File: src/rtl/epd_tg_pkg.sv
package epd_tg_pkg;
  localparam int unsigned HW  = 12;  // horizontal count width
  localparam int unsigned VW  = 11;  // vertical count width
  localparam int unsigned FW  = 8;   // frame count width
  localparam int unsigned NEV = 4;   // number of event flags

  // flag bit positions, fixed because software decodes them
  localparam int unsigned EV_FRAME_END   = 0;
  localparam int unsigned EV_DISP_END    = 1;
  localparam int unsigned EV_FRAME_BEGIN = 2;
  localparam int unsigned EV_LINE_HIT    = 3;

  typedef struct packed {
    logic [HW-1:0] h_sync;
    logic [HW-1:0] h_begin;
    logic [HW-1:0] h_data;
    logic [HW-1:0] h_end;
    logic [VW-1:0] v_sync;
    logic [VW-1:0] v_begin;
    logic [VW-1:0] v_data;
    logic [VW-1:0] v_end;
    logic [HW-1:0] gate_ofs;
    logic [HW-1:0] gate_on;
    logic [FW-1:0] frames_m1;
    logic [VW-1:0] line_flag;
    logic          gate_up;
    logic          src_rtl;
  } tg_cfg_t;
endpackage

File: src/rtl/epd_tg_shadow.sv
module epd_tg_shadow
  import epd_tg_pkg::*;
(
  input  logic    clk,
  input  logic    rst_n,
  input  logic    load,
  input  logic    running,
  input  logic    frame_last,
  input  tg_cfg_t cfg_wr,
  output tg_cfg_t cfg_act
);
  logic pend;
  logic apply;

  // copy only while idle or on the last clock of a frame
  assign apply = (load | pend) & (~running | frame_last);

  always_ff @(posedge clk or negedge rst_n) begin
    if (!rst_n) begin
      cfg_act <= '0;
      pend    <= 1'b0;
    end else begin
      if (apply) cfg_act <= cfg_wr;
      if (apply)     pend <= 1'b0;
      else if (load) pend <= 1'b1;
    end
  end


  shadow_hold_chk: assert property (@(posedge clk) disable iff (!rst_n)
    (!$past(load) && !$past(pend)) |-> $stable(cfg_act));
endmodule

File: src/rtl/epd_tg_seg_ctr.sv
module epd_tg_seg_ctr #(
  parameter int unsigned W = 12
) (
  input  logic         clk,
  input  logic         rst_n,
  input  logic         run,
  input  logic         step,
  input  logic [W-1:0] total,
  output logic [W-1:0] cnt,
  output logic         last
);
  assign last = run && step && (cnt == total - W'(1));

  always_ff @(posedge clk or negedge rst_n) begin
    if (!rst_n)     cnt <= '0;
    else if (!run)  cnt <= '0;
    else if (step)  cnt <= last ? '0 : cnt + W'(1);
  end


  seg_bound_chk: assert property (@(posedge clk) disable iff (!rst_n)
    (run && total != '0) |-> (cnt < total));
endmodule

File: src/rtl/epd_tg_seq.sv
module epd_tg_seq
  import epd_tg_pkg::*;
(
  input  logic          clk,
  input  logic          rst_n,
  input  logic          start,
  input  logic          frame_last,
  input  logic [FW-1:0] frames_m1,
  output logic          running,
  output logic          launch,
  output logic          run_last
);
  logic          start_q;
  logic [FW-1:0] fidx;

  assign launch   = start & ~start_q & ~running;
  assign run_last = frame_last & (fidx >= frames_m1);

  always_ff @(posedge clk or negedge rst_n) begin
    if (!rst_n) begin
      start_q <= 1'b0;
      running <= 1'b0;
      fidx    <= '0;
    end else begin
      start_q <= start;
      if (launch) begin
        running <= 1'b1;
        fidx    <= '0;
      end else if (run_last) begin
        running <= 1'b0;
        fidx    <= '0;
      end else if (frame_last) begin
        fidx    <= fidx + FW'(1);
      end
    end
  end


  run_ends_on_frame_chk: assert property (@(posedge clk) disable iff (!rst_n)
    $fell(running) |-> $past(frame_last));
endmodule

File: src/rtl/epd_tg_irq.sv
module epd_tg_irq
  import epd_tg_pkg::*;
(
  input  logic           clk,
  input  logic           rst_n,
  input  logic [NEV-1:0] ev,
  input  logic [NEV-1:0] clr,
  input  logic [NEV-1:0] mask,
  output logic [NEV-1:0] st,
  output logic           irq
);
  // a new event outranks a clear in the same cycle
  always_ff @(posedge clk or negedge rst_n) begin
    if (!rst_n) st <= '0;
    else        st <= (st & ~clr) | ev;
  end

  assign irq = |(st & ~mask);

  for (genvar b = 0; b < NEV; b++) begin : g_flag

    clr_wins_chk: assert property (@(posedge clk) disable iff (!rst_n)
      ($past(clr[b]) && !$past(ev[b])) |-> !st[b]);
  end


  full_mask_chk: assert property (@(posedge clk) disable iff (!rst_n)
    (&mask) |-> !irq);
endmodule

File: src/rtl/epd_timing_gen.sv
module epd_timing_gen
  import epd_tg_pkg::*;
(
  input  logic           clk,
  input  logic           rst_n,
  input  logic           cfg_load,
  input  logic           run_start,
  input  logic [HW-1:0]  h_sync_len,
  input  logic [HW-1:0]  h_begin_len,
  input  logic [HW-1:0]  h_data_len,
  input  logic [HW-1:0]  h_end_len,
  input  logic [VW-1:0]  v_sync_len,
  input  logic [VW-1:0]  v_begin_len,
  input  logic [VW-1:0]  v_data_len,
  input  logic [VW-1:0]  v_end_len,
  input  logic [HW-1:0]  gate_rise_ofs,
  input  logic [HW-1:0]  gate_on_len,
  input  logic [FW-1:0]  frames_m1,
  input  logic [VW-1:0]  line_flag_at,
  input  logic           gate_scan_up,
  input  logic           src_scan_rtl,
  input  logic [NEV-1:0] int_mask,
  input  logic [NEV-1:0] int_clr,
  output logic           hsync,
  output logic           vsync,
  output logic           line_active,
  output logic           src_en,
  output logic           gate_clk,
  output logic           gate_scan_dir,
  output logic           src_scan_dir,
  output logic [NEV-1:0] int_status,
  output logic           irq
);
  tg_cfg_t        cfg_wr, cfg;
  logic           running, launch, run_last;
  logic           line_last, frame_last;
  logic [HW-1:0]  hcnt;
  logic [VW-1:0]  vcnt;
  logic [NEV-1:0] ev;

  // derived compare points
  logic [HW-1:0] h_total, hs_end, hact_st, hact_end, gd_st, gd_end;
  logic [VW-1:0] v_total, vact_st, vact_end;

  always_comb begin
    cfg_wr.h_sync    = h_sync_len;
    cfg_wr.h_begin   = h_begin_len;
    cfg_wr.h_data    = h_data_len;
    cfg_wr.h_end     = h_end_len;
    cfg_wr.v_sync    = v_sync_len;
    cfg_wr.v_begin   = v_begin_len;
    cfg_wr.v_data    = v_data_len;
    cfg_wr.v_end     = v_end_len;
    cfg_wr.gate_ofs  = gate_rise_ofs;
    cfg_wr.gate_on   = gate_on_len;
    cfg_wr.frames_m1 = frames_m1;
    cfg_wr.line_flag = line_flag_at;
    cfg_wr.gate_up   = gate_scan_up;
    cfg_wr.src_rtl   = src_scan_rtl;
  end

  epd_tg_shadow u_shadow (
    .clk        (clk),
    .rst_n      (rst_n),
    .load       (cfg_load),
    .running    (running),
    .frame_last (frame_last),
    .cfg_wr     (cfg_wr),
    .cfg_act    (cfg)
  );

  always_comb begin
    h_total  = cfg.h_sync + cfg.h_begin + cfg.h_data + cfg.h_end;
    hs_end   = cfg.h_sync + HW'(2);
    hact_st  = cfg.h_sync + cfg.h_begin - HW'(1);
    hact_end = cfg.h_sync + cfg.h_begin + cfg.h_data;
    gd_st    = cfg.h_sync + cfg.gate_ofs;
    gd_end   = gd_st + cfg.gate_on;
    v_total  = cfg.v_sync + cfg.v_begin + cfg.v_data + cfg.v_end;
    vact_st  = cfg.v_sync + cfg.v_begin;
    vact_end = vact_st + cfg.v_data;
  end

  epd_tg_seq u_seq (
    .clk        (clk),
    .rst_n      (rst_n),
    .start      (run_start),
    .frame_last (frame_last),
    .frames_m1  (cfg.frames_m1),
    .running    (running),
    .launch     (launch),
    .run_last   (run_last)
  );

  epd_tg_seg_ctr #(.W(HW)) u_hctr (
    .clk   (clk),
    .rst_n (rst_n),
    .run   (running),
    .step  (1'b1),
    .total (h_total),
    .cnt   (hcnt),
    .last  (line_last)
  );

  epd_tg_seg_ctr #(.W(VW)) u_vctr (
    .clk   (clk),
    .rst_n (rst_n),
    .run   (running),
    .step  (line_last),
    .total (v_total),
    .cnt   (vcnt),
    .last  (frame_last)
  );

  logic line_zero, in_vact;
  assign line_zero = running && (hcnt == '0);
  assign in_vact   = (vcnt >= vact_st) && (vcnt < vact_end);

  always_comb begin
    ev                 = '0;
    ev[EV_FRAME_END]   = frame_last;
    ev[EV_DISP_END]    = run_last;
    ev[EV_FRAME_BEGIN] = line_zero && (vcnt == '0);
    ev[EV_LINE_HIT]    = line_zero && (vcnt == cfg.line_flag);
  end

  epd_tg_irq u_irq (
    .clk   (clk),
    .rst_n (rst_n),
    .ev    (ev),
    .clr   (int_clr),
    .mask  (int_mask),
    .st    (int_status),
    .irq   (irq)
  );

  // registered timing outputs, one clock behind the counters
  always_ff @(posedge clk or negedge rst_n) begin
    if (!rst_n) begin
      hsync       <= 1'b0;
      vsync       <= 1'b0;
      line_active <= 1'b0;
      src_en      <= 1'b0;
      gate_clk    <= 1'b0;
    end else begin
      hsync       <= running && (hcnt < hs_end);
      vsync       <= running && (vcnt < cfg.v_sync);
      line_active <= running && in_vact;
      src_en      <= running && in_vact && (hcnt > hact_st) && (hcnt < hact_end);
      gate_clk    <= running && in_vact && (hcnt >= gd_st) && (hcnt < gd_end);
    end
  end

  assign gate_scan_dir = cfg.gate_up;
  assign src_scan_dir  = cfg.src_rtl;


  idle_quiet_chk: assert property (@(posedge clk) disable iff (!rst_n)
    !$past(running) |-> !(hsync || vsync || line_active || src_en || gate_clk));

  src_in_line_chk: assert property (@(posedge clk) disable iff (!rst_n)
    src_en |-> line_active);

  gate_in_line_chk: assert property (@(posedge clk) disable iff (!rst_n)
    gate_clk |-> line_active);

  disp_end_at_stop_chk: assert property (@(posedge clk) disable iff (!rst_n)
    $rose(int_status[EV_DISP_END]) |-> $fell(running));
endmodule

File: config.mk
export PLATFORM = sky130hd
export DESIGN_NAME = epd_timing_gen
export DESIGN_NICKNAME = d
export VERILOG_FILES = /design/src/rtl/epd_tg_pkg.sv /design/src/rtl/epd_tg_shadow.sv /design/src/rtl/epd_tg_seg_ctr.sv /design/src/rtl/epd_tg_seq.sv /design/src/rtl/epd_tg_irq.sv /design/src/rtl/epd_timing_gen.sv
export SDC_FILE = /design/constraint.sdc
export NUM_CORES = 1
export LEC_CHECK = 0
export BUFFER_PORTS_ARGS = -buffer_cell sky130_fd_sc_hd__buf_2
export CAP_MARGIN = 20
export CELL_PAD_IN_SITES_DETAIL_PLACEMENT = 0
export CELL_PAD_IN_SITES_GLOBAL_PLACEMENT = 1
export CORE_MARGIN = 2
export CORE_UTILIZATION = 47
export DETAILED_ROUTE_END_ITERATION = 8
export PLACE_DENSITY_LB_ADDON = 0.1
export SYNTH_ARGS = -nofsm -noshare
export SYNTH_HDL_FRONTEND = slang
export SYNTH_SLANG_ARGS = --single-unit
File: constraint.sdc
create_clock -name clk -period 8.12 [get_ports clk]
set_input_delay 0.812 -clock clk [delete_from_list [all_inputs] [get_ports clk]]
set_output_delay 0.812 -clock clk [all_outputs]
set_load 0.02 [all_outputs]
After elaboration in Yosys (flattened, before gate mapping)
Index checks and enable logic that the tools add are counted.
Storage, ports and cells
  logic and storage cells: 99
  input bits: 149
  bits in registers: 180
  output and inout port bits: 12
Cells by class
  add/sub/neg operators: 15
  reductions and logical operators: 20
  equal/unequal tests: 4
  bitwise gates (word level): 13
  $lt $le $gt $ge: 9
  multiplexer cells: 12
Operators by type and width (count)
  $add A12 B12 Y12: 5
  $lt A12 B12 Y1: 3
  $add A11 B11 Y11: 3
  $mux W11: 3
  $mux W12: 2
  $mux W8: 3
  $sub A12 B1 Y12 const B: 2
  $eq A11 B11 Y1: 2
  $lt A11 B11 Y1: 2
  $logic_and A1 B1 Y1: 14
  $add A12 B1 Y12 const B: 1
  $add A12 B2 Y12 const B: 1
  $eq A12 B12 Y1: 1
  $ge A12 B12 Y1: 1
  $gt A12 B12 Y1: 1
  $logic_not A12 Y1: 1
  $add A11 B1 Y11 const B: 1
  $ge A11 B11 Y1: 1
  $logic_not A11 Y1: 1
  $sub A11 B1 Y11 const B: 1
  $add A8 B1 Y8 const B: 1
  $and A4 B4 Y4: 2
  $ge A8 B8 Y1: 1
  $not A4 Y4: 2
  9 further kinds: 18

Depth between registers and ports, before layout
Gate-level depths: netlist (run 1).
  depth after elaboration: 11
  depth in mapped cells: 30
  depth with buffers taken out: 28

Modules after synthesis
From an unflattened synthesis (run 1), not the netlist that was laid out.
Second synthesis, totals
  cell total of the unflattened synthesis: 1440
  area, all modules: 15074.5 um^2
By module, submodules not included
  epd_timing_gen: seq. area each 125.1 um^2, instances 1, area an instance 6115.9 um^2, cells each 794
  epd_tg_shadow: seq. area each 3453.3 um^2, instances 1, area an instance 5809.3 um^2, cells each 294
  epd_tg_seg_ctr at u_vctr: seq. area each 275.3 um^2, instances 1, area an instance 1121.1 um^2, cells each 139
  epd_tg_seg_ctr at u_hctr: seq. area each 300.3 um^2, instances 1, area an instance 1093.5 um^2, cells each 122
  epd_tg_seq: seq. area each 250.2 um^2, instances 1, area an instance 755.7 um^2, cells each 75
  epd_tg_irq: seq. area each 100.1 um^2, instances 1, area an instance 178.9 um^2, cells each 16

Least setup slack after synthesis (run 1)
OpenSTA, ideal clock, no wires.
  path type: flip-flop to flip-flop
  from: register u_shadow.cfg_act[126] (netlist bit)
  to: register u_shadow.cfg_act[0] (netlist bit)
  period minus slack after synthesis: 6.050 ns
  setup slack: 2.070 ns
  arrival: 5.923 ns
  setup time: 0.127 ns
  buffers on the path: 2
  data required time: 7.993 ns
  cell stages (with the launch flop): 27
  path through: dfrtp_1 > inv_1 > fa_1 > xnor2_1 > ha_1 > nor2b_1 > o21ai_0 > a21boi_0 > o21ai_0 > a21boi_0 > o21a_1 > o21ai_0 > nand3_1 > o311a_1 > ha_1 > inv_1 > ha_1 > or4_1 > o31ai_1 > a211oi_1 > or4b_1 > nand4_1 > nand3_1 > o41ai_2 > buf_4 > buf_6 > mux2_1
Between the ends
  word-level cells in the longest chain between the ends: 10
RTL lines
  start, declared: line epd_tg_shadow.sv:10  | output tg_cfg_t cfg_act
  start signal, assigned: line epd_tg_shadow.sv:23  | if (apply) cfg_act <= cfg_wr;
  $add A12 B12 Y12 (3 in a row): line epd_timing_gen.sv:73  | h_total = cfg.h_sync + cfg.h_begin + cfg.h_data + cfg.h_end;
  $sub A12 B1 Y12: line epd_tg_seg_ctr.sv:12  | assign last = run && step && (cnt == total - W'(1));
  $eq A12 B12 Y1: line epd_tg_seg_ctr.sv:12
  $logic_and A1 B1 Y1 (3 in a row): line epd_tg_seg_ctr.sv:12
  $or A1 B1 Y1: line epd_tg_shadow.sv:16  | assign apply = (load | pend) & (~running | frame_last);
  $and A1 B1 Y1: line epd_tg_shadow.sv:16
No other way between the ends.
A chain may end at the register's enable or synchronous reset.

Worst setup path in the final report (run 1)
  from: register u_shadow.cfg_act[126] (netlist bit)
  to: register u_shadow.cfg_act[96] (netlist bit)
The elaborated chain is that of the path after synthesis.

==> results_dict.tcl, run 1 <==
set metrics [dict create \
    netlist_area_um2 14200 \
    async_reset_ff_share_pct 100.0 \
    ys_warn_count 0 \
    drt_iter0_markers 677 \
    rsz0062_at_grt "false" \
    criticalPathCategory "register to register" \
    io-pin-count 161 \
    antenna_found_initial 0 \
    rows 63 \
    finalWirelength_um 33110 \
    clk_latency_ns 0.46 \
    post-route-period-util_pct 89.35 \
    cts-htree-levels 4 \
    worstPathMaxFanout 90 \
    ir_drop_mv 0.1564 \
    clk_pin_slew_ns 0.08 \
    status "complete, no violations" \
    fillCellCount 2769 \
    cap_violations 0 \
    design.core.area_um2 29720 \
    drc 0 \
    crit_buf_inv 4 \
    total_power_mw 3.249 \
    die_y_um 177.8 \
    crit_family "compound AO/OA/AOI/OAI gates" \
    cp.required_ns 8.45 \
    synthFlopType "dfrtp_1" \
    dp_slack_ns 0.9084 \
    grt_usage_pct 21.98 \
    design_area_um2 16040 \
    setup_tns_ns 0 \
    dr.pass1.iters 5 \
    period_needed_ns 7.256 \
    ys_types 66 \
    antenna_left 0 \
    max_slew_margin_pct 45.54 \
    numClockSinks 180 \
    hold_class "input port to async pin" \
    synth_compound_area_share_pct 13.83 \
    synth_mux_area_share_pct 11.30 \
    areaGrowthSynthToFinish_pct 12.99 \
    finalWeightedCongestion 0.8082 \
    fin_nets 1945 \
    drive_gt1_share_pct 13.47 \
    setup_ws_ns 0.8645 \
    synth_seq_area_share_pct 31.73 \
    cts_setup_buffers 0 \
    p_per_area_nw_per_um2 202.5 \
    worst_pin_slew_ns 0.8169 \
    routedWlPerCell_um 16.67 \
    seq_area_um2 4504 \
    grt_start_max_net_pins 101 \
    synth_xor_xnor_area_share_pct 8.319 \
    ys_ff_latch 180 \
    synth_adder_area_share_pct 19.27 \
    die_w_um 177.8 \
    vias 10790 \
    grt_pass1_wl_um 54590 \
    hold_buffers 0 \
    vias_per_cell 5.430 \
    grt_overflow 0 \
    fin_worst_skew_ns 0.01829 \
    synth-simple-area-share_pct 10.12 \
    cts_tree "done" \
    synth_edf_count 0 \
    syn_nets 1786 \
    hpwl_um 25450 \
    syn_avg_cell_area_um2 9.970 \
    start_kind "register" \
    cp.arrival_ns 7.59 \
    cp_slowest_stage_delay_ns 0.58 \
    fmax_mhz 137.8 \
    p_leak_nw 8.209 \
    start_util_pct 47.77 \
    synth_top_family_by_area "adder cells" \
    numCtsBuffers 17 \
    post_cts_resized 0 \
    cts-root-buf "clkbuf_16" \
    hold_slack_ns 0.4551 \
    hold_violations 0 \
    io_buffers 160 \
    multi_input_area_um2 8937 \
    dieArea_um2 31610 \
    critPathCaptureType "register" \
    post_dp_cell_area_um2 15390 \
    clock_path_buffers 2 \
    slew_viol_final 0 \
    setup_violations 0 \
    cpMaxStageDelayCell "dfrtp_1" \
    syn_inst 1424 \
    grt_pass1_vias 10672 \
]
[synth_stat cells (5+ instances only)]
| cell | number | area [µm²] |
|---|---|---|
| nand3_1 | 42 | 210.2 |
| mux2_1 | 137 | 1543 |
| nand4_1 | 13 | 81.33 |
| a21o_1 | 44 | 330.3 |
| o21ai_1 | 8 | 40.04 |
| nor3_1 | 34 | 170.2 |
| nand2b_1 | 16 | 100.1 |
| a32oi_1 | 7 | 61.31 |
| nor2_1 | 58 | 217.7 |
| buf_6 | 10 | 112.6 |
| a21oi_1 | 66 | 330.3 |
| xor2_1 | 44 | 385.4 |
| nor4_1 | 7 | 43.79 |
| inv_1 | 150 | 563.0 |
| o21bai_1 | 21 | 157.7 |
| buf_4 | 5 | 37.54 |
| a211oi_1 | 12 | 90.09 |
| xnor2_1 | 83 | 727.0 |
| a31oi_1 | 7 | 43.79 |
| a2111oi_0 | 6 | 52.55 |
| o21ai_0 | 45 | 225.2 |
| a211o_1 | 8 | 70.07 |
| o22ai_1 | 7 | 43.79 |
| a41oi_1 | 7 | 61.31 |
| or3_1 | 10 | 62.56 |
| and2_1 | 6 | 37.54 |
| fa_1 | 8 | 160.2 |
| a21boi_0 | 5 | 37.54 |
| mux2i_1 | 5 | 50.05 |
| o31ai_1 | 6 | 45.04 |
| ha_1 | 205 | 2565 |
| nor2b_1 | 7 | 43.79 |
| dfrtp_1 | 180 | 4504 |
| o211ai_1 | 5 | 37.54 |
| o21a_1 | 13 | 97.59 |
| o41ai_1 | 7 | 61.31 |
| nand2_1 | 52 | 195.2 |
| clkbuf_1 | 15 | 56.30 |
| or2_2 | 8 | 50.05 |
| and3_1 | 14 | 87.58 |
[through the flow]
step	instances	utilization (%)
3_3_place_gp	1952	51.80
3_5_place_dp	1952	51.80
5_1_grt	1986	53.97
4_1_cts	1984	53.86
6_report	1987	53.98
2_1_floorplan	1424	-
[kinds of logic after synthesis]
logic type,after synthesis
compound gates,292
xor+xnor,130
fa+ha+maj,214
buf+inv,181
flops,180
mux,143
simple gates,284
[cell usage in the layout, fill, tap and decap left out, types with 34 or more instances in the layout]
cell type,Yosys,routed
ha_1,205,205
xnor2_1,83,83
nand3_1,42,42
o21ai_0,45,45
inv_1,150,150
nor3_1,34,34
mux2_1,137,137
nor2_1,58,58
nand2_1,52,52
xor2_1,44,44
buf_2,0,160
a21oi_1,66,66
dfrtp_1,180,180
a21o_1,44,44
[layout make-up]
class | count | share of cell area, %
Antenna cell | 1 | 0.01560
Timing Repair Buffer | 171 | 5.826
Sequential cell | 180 | 28.08
Clock inverter | 15 | 1.162
Clock buffer | 17 | 2.652
Inverter | 150 | 3.510
Tap cell | 390 | 3.042
Multi-Input combinational cell | 1063 | 55.71
[routing by layer]
| layer | global-route usage [%] | up-vias | wire length, µm |
|---|---|---|---|
| li1 | - | 5420 | - |
| met4 | 5.260 | 0 | 444 |
| met2 | 33.72 | 223 | 14400 |
| met5 | 0 | - | 0 |
| met1 | 31.24 | 5114 | 16460 |
| met3 | 5.184 | 33 | 1809 |
[state kept, by name, indices dropped and copies added (netlist names)]
register / flops
u_seq.start_q: 1
u_shadow.pend: 1
src_en: 1
u_seq.running: 1
hsync: 1
u_shadow.cfg_act: 137
u_vctr.cnt: 11
u_hctr.cnt: 12
vsync: 1
u_seq.fidx: 8
line_active: 1
gate_clk: 1
u_irq.st: 4
[where the power goes]
group	internal [mW]	switching [mW]	leakage, nW
Clock	0.418	0.432	0.296
Sequential	0.949	0.105	2.33
Combinational	0.614	0.731	5.58
Total	1.98	1.27	8.21
[worst register-to-register path, stage by stage (launching register included)]
cell      delay [ns]
dfrtp_1         0.58
inv_1           0.12
fa_1            0.45
xnor2_1         0.34
ha_1            0.36
nor2b_1         0.15
o21ai_0         0.21
a21boi_0        0.12
o21ai_0         0.22
a21boi_0        0.13
o21a_1          0.19
o21ai_0         0.30
nand3_1         0.12
o311a_1         0.17
ha_1            0.29
inv_1           0.04
ha_1            0.22
or4_1           0.51
o31ai_1         0.09
a211oi_1        0.13
or4b_1          0.49
nand4_1         0.12
buf_4           0.20
nand3_1         0.16
o41ai_4         0.53
buf_12          0.45
mux2_1          0.45
[final timing paths]
kind | cells after the start | to | from | slack, ns
max | 26 | u_shadow.cfg_act[96] | u_shadow.cfg_act[126] | 0.86
min | 1 | u_shadow.cfg_act[68] | rst_n | 0.46
max reg2reg | 26 | u_shadow.cfg_act[96] | u_shadow.cfg_act[126] | 0.86
min reg2reg | 1 | u_shadow.cfg_act[16] | u_shadow.cfg_act[16] | 0.49
max in group asynchronous | 3 | u_hctr.cnt[6] | rst_n | 6.47
min in group clk | 1 | u_seq.start_q | run_start | 0.48
No activity file was read; power rests on OpenSTA's default activity.
==> run 2: changes to the inputs <==
Settings changed: ABC_AREA set to 1, CORE_UTILIZATION 47 to 45.
==> run 2 against run 1 <==
Effect of this change: die area increased by 8.7%; clock skew down 0.0071 ns; count of clock-buffer cells in the layout rose by 2; critical path type unchanged; highest routed layer unchanged.
==> results_dict.tcl, run 2 <==
set metrics [dict create \
    period_needed_ns 6.539 \
    clk_latency_ns 0.46 \
    dp_slack_ns 1.574 \
    io_buffers 160 \
    ys_warn_count 0 \
    cp_slowest_stage_delay_ns 0.69 \
    seq_area_um2 4504 \
    cts-htree-levels 4 \
    crit_start "u_shadow.cfg_act[126]" \
    slew_viol_final 0 \
    p_per_area_nw_per_um2 111.0 \
    antenna_found_initial 0 \
    setup_tns_ns 0 \
    drc 0 \
    grt_usage_pct 25.00 \
    largest_reg_flops 137 \
    utilization_pct 50.92 \
    numClockSinks 180 \
    cap_violations 0 \
    cpMaxStageDelayCell "buf_4" \
    post_cts_resized 0 \
    clk_pin_slew_ns 0.08 \
    dr.pass1.iters 6 \
    finalWeightedCongestion 0.8969 \
    setup_ws_ns 1.581 \
    antenna_left 0 \
    post-route-period-util_pct 80.53 \
    hold_buffers 0 \
    hold_violations 0 \
    grt_pass1_wl_um 66180 \
    worstPathMaxFanout 93 \
    criticalPathCategory "register to register" \
    synthTopCellsByCount "nand2_1 (524), inv_1 (258), nand3_1 (212)" \
    multi_input_area_um2 8996 \
    diodes 0 \
    max_slew_margin_pct 35.00 \
    grt_overflow 0 \
    design.core.area_um2 32450 \
    final_common_cell "nand2_1" \
    syn_inst 1958 \
    start_kind "register" \
    cp.required_ns 8.51 \
    reg_top3 "u_shadow.cfg_act (137), u_hctr.cnt (12), u_vctr.cnt (11)" \
    grt_start_max_net_pins 94 \
    ir_drop_mv 0.1548 \
    synth_most_common_cell "nand2_1" \
    die_y_um 185.3 \
    grt_pass1_vias 12634 \
    synth_top_area_cell "dfrtp_1" \
    syn_avg_cell_area_um2 7.558 \
    rsz0062_at_grt "false" \
    cts_setup_buffers 0 \
    synth.top_cell.area_share_pct 30.44 \
    vias 12972 \
    io-pin-count 161 \
    fmax_mhz 152.9 \
    synth_seq_area_share_pct 30.44 \
    layout_common_cells "nand2_1 (522), inv_1 (258), nand3_1 (212)" \
    p_leak_nw 9.214 \
    setup_violations 0 \
    clock_path_buffers 2 \
    r2r_slack_ns 1.58 \
    routedWlPerCell_um 16.24 \
    finalWirelength_um 41400 \
    ys_ff_latch 180 \
    hpwl_um 32020 \
    cts-root-buf "clkbuf_16" \
    dieArea_um2 34350 \
    fin_worst_skew_ns 0.01116 \
    areaGrowthSynthToFinish_pct 11.66 \
    numCtsBuffers 17 \
    fin_nets 2456 \
    start_util_pct 45.60 \
    top_register "u_shadow.cfg_act" \
    drive_gt1_share_pct 11.39 \
    status "complete, no violations" \
    ys_types 53 \
    vias_per_cell 5.089 \
    die_w_um 185.3 \
    netlist_area_um2 14800 \
    synth_edf_count 0 \
    async_reset_ff_share_pct 100.0 \
    netlist_top_cells_area "dfrtp_1 (30%), ha_1 (17%), nand2_1 (13%)" \
    cp.arrival_ns 6.93 \
    synthFlopType "dfrtp_1" \
    critPathCaptureType "register" \
    fillCellCount 3293 \
    hold_class "input port to async pin" \
    cts_tree "done" \
    drt_iter0_markers 631 \
    worst_pin_slew_ns 0.9750 \
    syn_nets 2320 \
    timing.rr.start "u_shadow.cfg_act[126]" \
    rows 66 \
]
## run 2: through the flow
| stage | total power [mW] | area (µm²) | instances | hold WS, ns |
|---|---|---|---|---|
| after floorplan | 0.9145 | 14800 | 1958 | 0.4419 |
| after global placement | 0.9735 | 15930 | 2517 | 0.4508 |
| after detailed placement | 0.9743 | 15930 | 2517 | 0.4580 |
| after CTS | 1.854 | 16520 | 2549 | 0.3170 |
| after global routing | 1.890 | 16520 | 2549 | 0.3400 |
| final | 1.834 | 16520 | 2549 | 0.3069 |
## run 2: per-layer routing
| metal | GRT usage [%] | wire, µm | vias to the layer above |
|---|---|---|---|
| li1 | - | - | 6686 |
| met1 | 31.54 | 18570 | 6069 |
| met2 | 45.40 | 21170 | 186 |
| met3 | 2.930 | 1059 | 31 |
| met4 | 5.810 | 599 | 0 |
| met5 | 0 | 0 | - |
## run 2: final cells by class
class / instances / area share [%]
clock buffer: 19 / 2.741
clock inverter: 13 / 0.8783
inverter: 264 / 5.997
multi-input combinational: 1463 / 54.44
sequential: 180 / 27.26
tap: 442 / 3.347
timing repair buffer: 168 / 5.338
## run 2: kinds of logic after synthesis
family	after synthesis	share of synthesized area, %
xor+xnor	111	6.569
compound gates	200	7.770
fa+ha+maj	213	18.41
simple gates	939	27.90
flops	180	30.44
buf+inv	315	8.911
## run 2: path summary, 6_finish.rpt
path | to | cells after the start
worst max-delay path | u_shadow.cfg_act[135] | 29
worst min-delay path | u_shadow.cfg_act[91] | 1
worst max register to register | u_shadow.cfg_act[135] | 29
worst min register to register | u_shadow.cfg_act[50] | 2
max in group asynchronous | u_hctr.cnt[7] | 2
min in group clk | u_shadow.cfg_act[50] | 2
## run 2: worst max-delay path: cells and delay by family, from the launching register on
kind                       cells  cell delay, ns
AOI/OAI and AO/OA              8            1.25
xor gates and xnor gates       3            0.72
adders and majority gates      4            1.34
buffers and inverters          5            1.07
DFF                            1            0.56
and+or+nand+nor                9            1.42
## run 2: power breakdown
group | switching (mW) | internal (mW)
logic | 0.0321 | 0.0261
registers | 0.0000619 | 0.896
clock network | 0.404 | 0.475
